File: config.mk
export PLATFORM = sky130hd
export DESIGN_NAME = prio_intc
export DESIGN_NICKNAME = d
export VERILOG_FILES = /design/src/rtl/prio_intc_pkg.sv /design/src/rtl/prio_regfile.sv /design/src/rtl/prio_select.sv /design/src/rtl/prio_intc.sv
export SDC_FILE = /design/constraint.sdc
export NUM_CORES = 1
export LEC_CHECK = 0
export BUFFER_PORTS_ARGS = -buffer_cell sky130_fd_sc_hd__clkbuf_2
export CORE_UTILIZATION = 31
export CTS_BUF_LIST = sky130_fd_sc_hd__clkbuf_8
export CTS_CLUSTER_DIAMETER = 200
export CTS_CLUSTER_SIZE = 20
export DETAILED_ROUTE_END_ITERATION = 7
export PLACE_DENSITY_LB_ADDON = 0.2
export RECOVER_POWER = 100
export SETUP_SLACK_MARGIN = 0.15
export SLEW_MARGIN = 0
export SYNTH_ARGS = -nofsm -noshare
export SYNTH_HDL_FRONTEND = slang
export SYNTH_SLANG_ARGS = --single-unit
File: constraint.sdc
create_clock -name clk -period 16.08 [get_ports clk]
set_clock_uncertainty 0.2 [all_clocks]
set_input_delay 3.216 -clock clk [delete_from_list [all_inputs] [get_ports clk]]
set_output_delay 3.216 -clock clk [all_outputs]
set_load 0.03 [all_outputs]
File: src/rtl/prio_intc_pkg.sv
package prio_intc_pkg;
    localparam int LVL_W  = 5;
    localparam int MASK_W = 4;

    typedef logic [LVL_W-1:0]  level_t;
    typedef logic [MASK_W-1:0] mask_t;

    localparam level_t NMI_LEVEL = 5'd16;
    localparam level_t DBG_LEVEL = 5'd15;
    localparam mask_t  NMI_MASK  = 4'hF;

    localparam int SID_NMI   = 0;
    localparam int SID_DBG   = 1;
    localparam int SID_PROG0 = 2;
endpackage

File: src/rtl/prio_regfile.sv
module prio_regfile #(
    parameter int NUM_SRC = 8,
    parameter int NUM_REG = (NUM_SRC + 3) / 4,
    parameter int ADDR_W  = (NUM_REG > 1) ? $clog2(NUM_REG) : 1
) (
    input  logic                   clk,
    input  logic                   rst_n,
    input  logic                   we,
    input  logic [ADDR_W-1:0]      addr,
    input  logic [15:0]            wdata,
    output logic [15:0]            rdata,
    output logic [NUM_SRC-1:0][3:0] levels
);
    logic [NUM_REG-1:0][15:0] regs_d, regs_q;

    // next-state: a single register may be overwritten per cycle
    always_comb begin
        regs_d = regs_q;
        if (we && (int'(addr) < NUM_REG)) begin
            regs_d[addr] = wdata;
        end
    end

    always_ff @(posedge clk or negedge rst_n) begin
        if (!rst_n) regs_q <= '0;
        else        regs_q <= regs_d;
    end

    always_comb begin
        rdata = '0;
        if (int'(addr) < NUM_REG) rdata = regs_q[addr];
    end

    // four 4-bit level fields per register, source 4k+j in field j of register k
    for (genvar i = 0; i < NUM_SRC; i++) begin : g_field
        assign levels[i] = regs_q[i / 4][4 * (i % 4) +: 4];
    end
endmodule

File: src/rtl/prio_select.sv
module prio_select
    import prio_intc_pkg::*;
#(
    parameter int NUM_SRC = 8,
    parameter int SID_W   = $clog2(NUM_SRC + 2),
    parameter int IDX_W   = (NUM_SRC > 1) ? $clog2(NUM_SRC) : 1
) (
    input  logic [NUM_SRC-1:0][3:0] levels,
    input  logic [NUM_SRC-1:0]      src_req,
    input  logic                    dbg_req,
    input  logic                    nmi_pend,
    input  mask_t                   sr_mask,
    output logic                    win_valid,
    output level_t                  win_level,
    output logic [SID_W-1:0]        win_sid
);
    level_t             best_lvl;
    logic [IDX_W-1:0]   best_idx;

    // ascending scan with strict compare: lowest index keeps a tie,
    // and a level-0 source can never replace the zero seed
    always_comb begin
        best_lvl = '0;
        best_idx = '0;
        for (int i = 0; i < NUM_SRC; i++) begin
            if (src_req[i] && ({1'b0, levels[i]} > best_lvl)) begin
                best_lvl = {1'b0, levels[i]};
                best_idx = IDX_W'(i);
            end
        end
    end

    always_comb begin
        if (nmi_pend) begin
            win_valid = 1'b1;
            win_level = NMI_LEVEL;
            win_sid   = SID_W'(SID_NMI);
        end else if (dbg_req) begin
            win_valid = DBG_LEVEL > {1'b0, sr_mask};
            win_level = DBG_LEVEL;
            win_sid   = SID_W'(SID_DBG);
        end else begin
            win_valid = best_lvl > {1'b0, sr_mask};
            win_level = best_lvl;
            win_sid   = SID_W'(SID_PROG0) + SID_W'(best_idx);
        end
    end
endmodule

File: src/rtl/prio_intc.sv
module prio_intc
    import prio_intc_pkg::*;
#(
    parameter int NUM_SRC  = 8,
    parameter int VEC_W    = 8,
    parameter int VEC_BASE = 64,
    parameter int VEC_NMI  = 11,
    parameter int VEC_DBG  = 12,
    parameter int NUM_REG  = (NUM_SRC + 3) / 4,
    parameter int ADDR_W   = (NUM_REG > 1) ? $clog2(NUM_REG) : 1,
    parameter int SID_W    = $clog2(NUM_SRC + 2)
) (
    input  logic               clk,
    input  logic               rst_n,
    input  logic               nmi_in,
    input  logic               dbg_req,
    input  logic [NUM_SRC-1:0] src_req,
    input  logic [3:0]         sr_mask,
    input  logic               reg_we,
    input  logic [ADDR_W-1:0]  reg_addr,
    input  logic [15:0]        reg_wdata,
    output logic [15:0]        reg_rdata,
    output logic               irq_req,
    output logic [4:0]         irq_level,
    output logic [SID_W-1:0]   irq_src,
    output logic [VEC_W-1:0]   irq_vec,
    input  logic               ack,
    output logic [3:0]         mask_out
);
    localparam logic [SID_W-1:0] SID_NMI_L   = SID_W'(SID_NMI);
    localparam logic [SID_W-1:0] SID_DBG_L   = SID_W'(SID_DBG);
    localparam logic [SID_W-1:0] SID_PROG0_L = SID_W'(SID_PROG0);

    typedef struct packed {
        logic               req;
        level_t             level;
        logic [SID_W-1:0]   sid;
        logic [VEC_W-1:0]   vec;
        mask_t              mask;
        logic               nmi_prev;
        logic               nmi_pend;
    } state_t;

    state_t state_d, state_q;

    logic [NUM_SRC-1:0][3:0] levels;
    logic                    win_valid;
    level_t                  win_level;
    logic [SID_W-1:0]        win_sid;

    prio_regfile #(
        .NUM_SRC (NUM_SRC),
        .NUM_REG (NUM_REG),
        .ADDR_W  (ADDR_W)
    ) u_regs (
        .clk    (clk),
        .rst_n  (rst_n),
        .we     (reg_we),
        .addr   (reg_addr),
        .wdata  (reg_wdata),
        .rdata  (reg_rdata),
        .levels (levels)
    );

    prio_select #(
        .NUM_SRC (NUM_SRC),
        .SID_W   (SID_W)
    ) u_sel (
        .levels    (levels),
        .src_req   (src_req),
        .dbg_req   (dbg_req),
        .nmi_pend  (state_q.nmi_pend),
        .sr_mask   (sr_mask),
        .win_valid (win_valid),
        .win_level (win_level),
        .win_sid   (win_sid)
    );

    always_comb begin
        logic nmi_rise;
        logic nmi_clr;
        state_d  = state_q;
        nmi_rise = nmi_in & ~state_q.nmi_prev;
        nmi_clr  = 1'b0;
        state_d.nmi_prev = nmi_in;

        if (state_q.req) begin
            if (ack) begin
                state_d.req = 1'b0;
                if (state_q.sid == SID_NMI_L) begin
                    state_d.mask = NMI_MASK;
                    nmi_clr      = 1'b1;
                end else begin
                    state_d.mask = state_q.level[3:0];
                end
            end
        end else if (win_valid) begin
            state_d.req   = 1'b1;
            state_d.level = win_level;
            state_d.sid   = win_sid;
            if (win_sid == SID_NMI_L)      state_d.vec = VEC_W'(VEC_NMI);
            else if (win_sid == SID_DBG_L) state_d.vec = VEC_W'(VEC_DBG);
            else state_d.vec = VEC_W'(VEC_BASE) + VEC_W'(win_sid - SID_PROG0_L);
        end

        state_d.nmi_pend = (state_q.nmi_pend & ~nmi_clr) | nmi_rise;
    end

    always_ff @(posedge clk or negedge rst_n) begin
        if (!rst_n) begin
            state_q      <= '0;
            state_q.mask <= 4'hF;
        end else begin
            state_q <= state_d;
        end
    end

    assign irq_req   = state_q.req;
    assign irq_level = state_q.level;
    assign irq_src   = state_q.sid;
    assign irq_vec   = state_q.vec;
    assign mask_out  = state_q.mask;

    // presented request frozen until acknowledged
    a_r7_hold_stable: assert property (@(posedge clk) disable iff (!rst_n)
        (irq_req && !ack) |=> (irq_req && $stable(irq_level) && $stable(irq_src) && $stable(irq_vec)));

    // acknowledge retires the request on the next clock
    a_r8_drop_on_ack: assert property (@(posedge clk) disable iff (!rst_n)
        (irq_req && ack) |=> !irq_req);

    // mask loads the accepted maskable level
    a_r8_mask_load: assert property (@(posedge clk) disable iff (!rst_n)
        (irq_req && ack && irq_src != SID_NMI_L) |=> (mask_out == $past(irq_level[3:0])));

    // mask changes only on an acknowledge
    a_r8_mask_quiet: assert property (@(posedge clk) disable iff (!rst_n)
        !(irq_req && ack) |=> $stable(mask_out));

    // non-maskable request carries level 16 and loads 4'hF
    a_r6_nmi_level: assert property (@(posedge clk) disable iff (!rst_n)
        (irq_req && irq_src == SID_NMI_L) |-> (irq_level == 5'd16));
    a_r6_nmi_mask: assert property (@(posedge clk) disable iff (!rst_n)
        (irq_req && ack && irq_src == SID_NMI_L) |=> (mask_out == 4'hF));

    // debug request always at level 15
    a_r5_dbg_level: assert property (@(posedge clk) disable iff (!rst_n)
        (irq_req && irq_src == SID_DBG_L) |-> (irq_level == 5'd15));

    // a newly raised maskable request beat the mask it was compared to
    a_r3_above_mask: assert property (@(posedge clk) disable iff (!rst_n)
        ($rose(irq_req) && irq_src != SID_NMI_L) |-> (irq_level > {1'b0, $past(sr_mask)}));
endmodule

Word level (Yosys, flattened, before mapping)
Index checks and enable logic that the tools add are counted.
- bits in read-only memories: 0
- bits in writable memories: 0
- memories: 0
- flip-flop bits (word level): 56
- output and inout port bits: 38
- bits in latches: 0
- $lt $le $gt $ge: 12
- divide/modulo/power cells: 0
- reductions and logical operators: 13
- equal/unequal tests: 1
- bitwise logic cells: 6
- $add $sub $neg: 3
- shift-type cells: 0
- multiply operators: 0
- multiplexer cells: 35
- operators with widths (cell ; count):
    two-way mux 16 bit ; 3
    two-way mux 4 bit ; 12
    bitwise mux 32 bit ; 1
    greater-than comparator 4 bit ; 8
    two-way mux 18 bit ; 1
    demux 16 bit (select 1 bit) ; 1
    two-way mux 8 bit ; 2
    two-way mux 3 bit ; 4
    logical AND 1 bit ; 9
    adder 7 x 8 -> 8 bit, first input constant ; 1
    zero test 4 bit ; 2
    two-way mux 1 bit ; 8
    two-way mux 5 bit ; 1
    subtractor 4 x 2 -> 5 bit, second input constant ; 1
    adder 2 x 3 -> 4 bit, first input constant ; 1
    equality test 4 x 1 -> 1 bit, second input constant ; 1
    greater-than comparator 4 x 1 -> 1 bit, second input constant ; 1
    greater-than comparator 4 bit, first input constant ; 1
    two-way mux 2 bit ; 2
    AND reduction 2 bit ; 2
    NOT 1 bit ; 3
    AND 1 bit ; 2
    < comparator 1 x 2 -> 1 bit, second input constant ; 1
    >= comparator 1 bit, second input constant ; 1
    OR 1 bit ; 1

Longest topological paths before layout
- word-level depth: 33
- gate-level depth with buffers: 75
- gate-level depth less buffers: 73

By module
From an unflattened synthesis, not the netlist that was laid out.
- cells, all modules: 402
- area, all modules: 4141.5 um^2
- by module, submodules not included (module ; instances ; sequential area each (um^2) ; cells an instance ; area each (um^2)):
    prio_select ; 1 ; 0.0 ; 215 ; 1586.5
    prio_regfile ; 1 ; 800.8 ; 87 ; 1453.9
    prio_intc ; 1 ; 555.5 ; 100 ; 1101.1

Least setup slack after synthesis
Ideal clock, no wire load.
- path type: in2reg
- from: input port src_req[0]
- to: register state_q (netlist bit irq_level[1])
- data arrival time: 15.371 ns
- setup slack: 0.431 ns
- required time: 15.802 ns
- stages: 67
- setup time: 0.078 ns
- path through: nand2_1 > ha_1 > nor2b_4 > o211ai_4 > a21oi_1 > mux2_2 > ha_1 > inv_1 > a21o_1 > inv_1 > o31ai_2 > o221a_4 > and2_1 > clkbuf_1 > mux2_2 > inv_1 > ha_1 > nor2b_1 > [... 31 more ...] > o21bai_4 > mux2i_1 > ha_1 > nor2b_1 > o311ai_1 > mux2i_1 > ha_1 > nor2b_1 > o21ai_0 > nand2b_1 > a21oi_1 > a41o_1 > o21ai_0 > o21ai_0 > clkbuf_1 > clkbuf_1 > a21oi_1 > a21oi_1
- word-level cells in the longest chain between the ends: 27
- ends and longest elaborated chain (element ; RTL line ; RTL):
    start, declared ; prio_intc.sv:17 ; input logic [NUM_SRC-1:0] src_req,
    logical AND 1 bit (*) ; prio_select.sv:26 ; if (src_req[i] && ({1'b0, levels[i]} > best_lvl)) begin
    two-way mux 4 bit (*) ; prio_select.sv:26 ;
    greater-than comparator 4 bit ; prio_select.sv:26 ;
    logical AND 1 bit ; prio_select.sv:26 ;
    two-way mux 4 bit (*) ; prio_select.sv:26 ;
    greater-than comparator 4 bit ; prio_select.sv:26 ;
    logical AND 1 bit ; prio_select.sv:26 ;
    two-way mux 4 bit (*) ; prio_select.sv:26 ;
    [... 11 more ...] ; - ;
    two-way mux 4 bit (*) ; prio_select.sv:26 ;
    greater-than comparator 4 bit ; prio_select.sv:26 ;
    logical AND 1 bit ; prio_select.sv:26 ;
    two-way mux 4 bit (*) ; prio_select.sv:26 ;
    greater-than comparator 4 bit ; prio_select.sv:43 ; win_valid = best_lvl > {1'b0, sr_mask};
    two-way mux 1 bit ; prio_select.sv:38 ; end else if (dbg_req) begin
    two-way mux 1 bit ; prio_select.sv:34 ; if (nmi_pend) begin
    AND reduction 2 bit (no line) ; - ;
    end signal, assigned ; prio_intc.sv:114 ; state_q <= state_d;
    end, declared ; prio_intc.sv:44 ; state_t state_d, state_q;
Every way passes the cells marked *; elsewhere a longest branch is shown, timed or not.
A chain may end at the register's enable or synchronous reset.

Final worst setup path
- from: input port src_req[0]
- to: register state_q (netlist bit irq_vec[2])
- word-level cells in the longest chain between the ends: 30
- ends and longest elaborated chain (element ; RTL line ; RTL):
    logical AND 1 bit (*) ; prio_select.sv:26 ;
    two-way mux 4 bit (*) ; prio_select.sv:26 ;
    greater-than comparator 4 bit ; prio_select.sv:26 ;
    logical AND 1 bit ; prio_select.sv:26 ;
    two-way mux 4 bit ; prio_select.sv:26 ;
    greater-than comparator 4 bit ; prio_select.sv:26 ;
    logical AND 1 bit ; prio_select.sv:26 ;
    two-way mux 4 bit ; prio_select.sv:26 ;
    [... 14 more ...] ; - ;
    two-way mux 3 bit ; prio_select.sv:26 ;
    adder 2 x 3 -> 4 bit ; prio_select.sv:45 ; win_sid = SID_W'(SID_PROG0) + SID_W'(best_idx);
    two-way mux 4 bit ; prio_select.sv:38 ;
    two-way mux 4 bit ; prio_select.sv:34 ;
    subtractor 4 x 2 -> 5 bit ; prio_intc.sv:103 ; else state_d.vec = VEC_W'(VEC_BASE) + VEC_W'(win_sid - SID_PROG0_L);
    adder 7 x 8 -> 8 bit ; prio_intc.sv:103 ;
    two-way mux 8 bit ; prio_intc.sv:102 ; else if (win_sid == SID_DBG_L) state_d.vec = VEC_W'(VEC_DBG);
    two-way mux 8 bit ; prio_intc.sv:101 ; if (win_sid == SID_NMI_L) state_d.vec = VEC_W'(VEC_NMI);
Marked as above.

==> impl_metrics.tcl <==
set metrics [dict create \
    ys_types 72 \
    die_w_um 118.3 \
    final_util_pct 38.54 \
    crit_end "irq_vec[2]" \
    post-place-cells 701 \
    crit_fanout 7 \
    placed_area_um2 4840 \
    grt_max_degree 55 \
    finalHoldViolCount 0 \
    finalMaxSlewViolations 55 \
    first_pass_iters 6 \
    r2r_setup_slack_ns 3.44 \
    cellPowerDensity_nw_per_um2 196.5 \
    power.leakage_nw 2.279 \
    postSynthCellCount 450 \
    yosys.cell_count.top_type "nand2_1" \
    drc 0 \
    slowest_delay_ns 0.41 \
    synth_top_area_share_pct 29.86 \
    stdcell_area_um2 5084 \
    fmax_mhz 65.49 \
    routabilityCongestion 0.8724 \
    cts-root-buf "clkbuf_8" \
    ctsHoldBuffers 0 \
    synth-edff-count 0 \
    crit_path_end_kind "flip-flop" \
    syn_to_final_growth_pct 21.32 \
    port-buffer-count 71 \
    initial_core_util_pct 31.77 \
    setup.worst_path.start_class "primary input" \
    wire_per_inst_um 15.46 \
    worstPathRequired_ns 16.12 \
    grt_pass1_wl_um 17930 \
    syn-num-nets 513 \
    path_common_cell "ha_1" \
    core_um2 13190 \
    synth-seq-area-share_pct 32.37 \
    via_per_inst 4.990 \
    ant_nets 0 \
    layout-drive-gt1-share_pct 31.91 \
    final.min_clock_period_ns 15.27 \
    antenna_found_initial 0 \
    drt-initial-drc-count 119 \
    setup_violations 0 \
    drt_wl_total_um 11060 \
    path_clk_slew_ns 0.10 \
    path_class "in -> reg" \
    synth_top_cell_by_area "dfrtp_1" \
    antenna_cells 0 \
    crit_start "src_req[0]" \
    cts.htree.levels 2 \
    cts.path.max_buffers 2 \
    overflow 0 \
    r2r_start "u_regs.levels[2]" \
    clk_latency_ns 0.32 \
    hp-class "reg -> reg" \
    cts.sinks 54 \
    yosysWarningCount 0 \
    syn-cell-area_um2 4190 \
    cts_inserted_buffers 5 \
    post-route-period-util_pct 94.97 \
    grt_pass1_vias 3517 \
    reg2reg_to "irq_vec[2]" \
    grt_use_total_pct 16.30 \
    ys_top_cells_by_count "61 x nand2_1, 50 x dfrtp_1, 43 x mux2_2" \
    r2r_cells 68 \
    status "complete, but fails checks" \
    ys.flop_type "dfrtp_1" \
    dp_hpwl_um 8835 \
    stdcell_count 715 \
    cp_slowest_cell "a221oi_4" \
    vias 3568 \
    row_count 42 \
    cts_tree "yes" \
    failed_checks "capacitance limit, slew limit" \
    crit_arrival_ns 15.31 \
    rsz0062_at_grt "false" \
    dieArea_um2 13990 \
    ios 73 \
    slew_headroom_pct -103.2 \
    syn_area_per_cell_um2 9.312 \
    synthTopCellsByArea "dfrtp_1 30%, mux2_2 12%, ha_1 8.4%" \
    die_height_um 118.3 \
    ir_worst_vdd_v 0.00005514 \
    nets 601 \
    drv_cap 1 \
    synthArstFlopShare_pct 100.0 \
    worst_slew_pin_slew_ns 3.049 \
    ys_seq_elements 54 \
]
-- through the flow --
step                      power [mW]  hold WS [ns]  setup slack [ns]  TNS [ns]
after floorplan               0.6711        0.1996            0.4309         0
after global placement        0.8491        0.2199          -0.09929   -0.1869
after detailed placement      0.8673        0.2319           -0.2536    -1.023
after CTS                     0.9591        0.2479            0.1963         0
after global routing           1.085        0.2515           0.06926         0
final                         0.9989        0.2444            0.8094         0
-- critical path: cells and delay by family --
| family | cells | cell delay (ns) |
|---|---|---|
| compound gates | 31 | 5.40 |
| simple gates | 15 | 2.05 |
| fa+ha+maj | 8 | 1.89 |
| mux | 6 | 1.84 |
| buf+inv | 9 | 0.89 |
-- timing repair --
action	in CTS	in global routing
gates cloned	0	0
pin swaps	0	14
endpoints found under the hold margin	0	0
gates resized for setup	1	43
endpoints found under the setup margin	2	16
setup buffers	0	6
-- logic make-up (layout without fill, tap and decap cells) --
| kind of cell | count (synthesis) | count (layout) | share of synthesized area, % |
|---|---|---|---|
| compound gates | 118 | 118 | 22.84 |
| xor+xnor | 2 | 2 | 0.4181 |
| fa+ha+maj | 28 | 28 | 8.361 |
| buf+inv | 65 | 154 | 7.734 |
| flops | 54 | 54 | 32.37 |
| mux | 52 | 52 | 13.82 |
| other cells | 1 | 1 | 0.08949 |
| simple gates | 130 | 130 | 14.36 |
-- placed cells by master (no fill, tap or decap), drive strengths merged, types with 5 or more instances in the layout --
| master | Yosys | routed |
|---|---|---|
| a21o | 7 | 7 |
| a21oi | 19 | 19 |
| and2 | 7 | 7 |
| buf | 24 | 41 |
| clkbuf | 9 | 80 |
| dfrtp | 50 | 50 |
| ha | 28 | 28 |
| inv | 32 | 32 |
| mux2 | 44 | 44 |
| mux2i | 8 | 8 |
| nand2 | 61 | 61 |
| nand3 | 13 | 13 |
| nor2 | 22 | 22 |
| nor2b | 7 | 7 |
| o211ai | 5 | 5 |
| o21a | 6 | 6 |
| o21ai | 34 | 34 |
-- worst min-delay path by stage --
stage / cells past startpoint / endpoint / slack (ns) / start
2_1_floorplan: 1 / state_q[0] / 0.20 / state_q[1]
3_3_place_gp: 1 / state_q[0] / 0.22 / state_q[1]
3_5_place_dp: 1 / state_q[0] / 0.23 / state_q[1]
4_1_cts: 1 / state_q[0] / 0.25 / state_q[1]
5_1_grt: 1 / state_q[0] / 0.25 / state_q[1]
6_report: 1 / state_q[0] / 0.24 / state_q[1]
-- layout make-up --
class / count / area (um^2)
clock buffer: 7 / 96.34
clock inverter: 1 / 8.758
fill: 1356 / 8107
inverter: 32 / 120.1
multi-input combinational: 331 / 2655
sequential: 54 / 1356
tap: 176 / 220.2
timing repair buffer: 114 / 626.9
-- flip-flops by register name (all words and copies together) (netlist names) --
| signal | count |
|---|---|
| irq_level | 5 |
| u_regs.levels | 32 |
| irq_vec | 6 |
| mask_out | 4 |
| irq_src | 4 |
| irq_req | 1 |
| state_q | 2 |
-- where the power goes --
part,total (mW),internal [mW],switching [mW]
logic,0.704,0.320,0.384
registers,0.206,0.172,0.0335
clock network,0.0888,0.0396,0.0492
total,0.999,0.532,0.467
-- metal layers --
layer	vias up	track usage [%]	wire length [um]
met1	1716	19.90	4947
met4	0	4.728	94
met3	7	2.365	279
met5	-	0	0
met2	54	29.45	5734
li1	1791	-	-
Note: power is estimated with default switching activity, not from simulation.
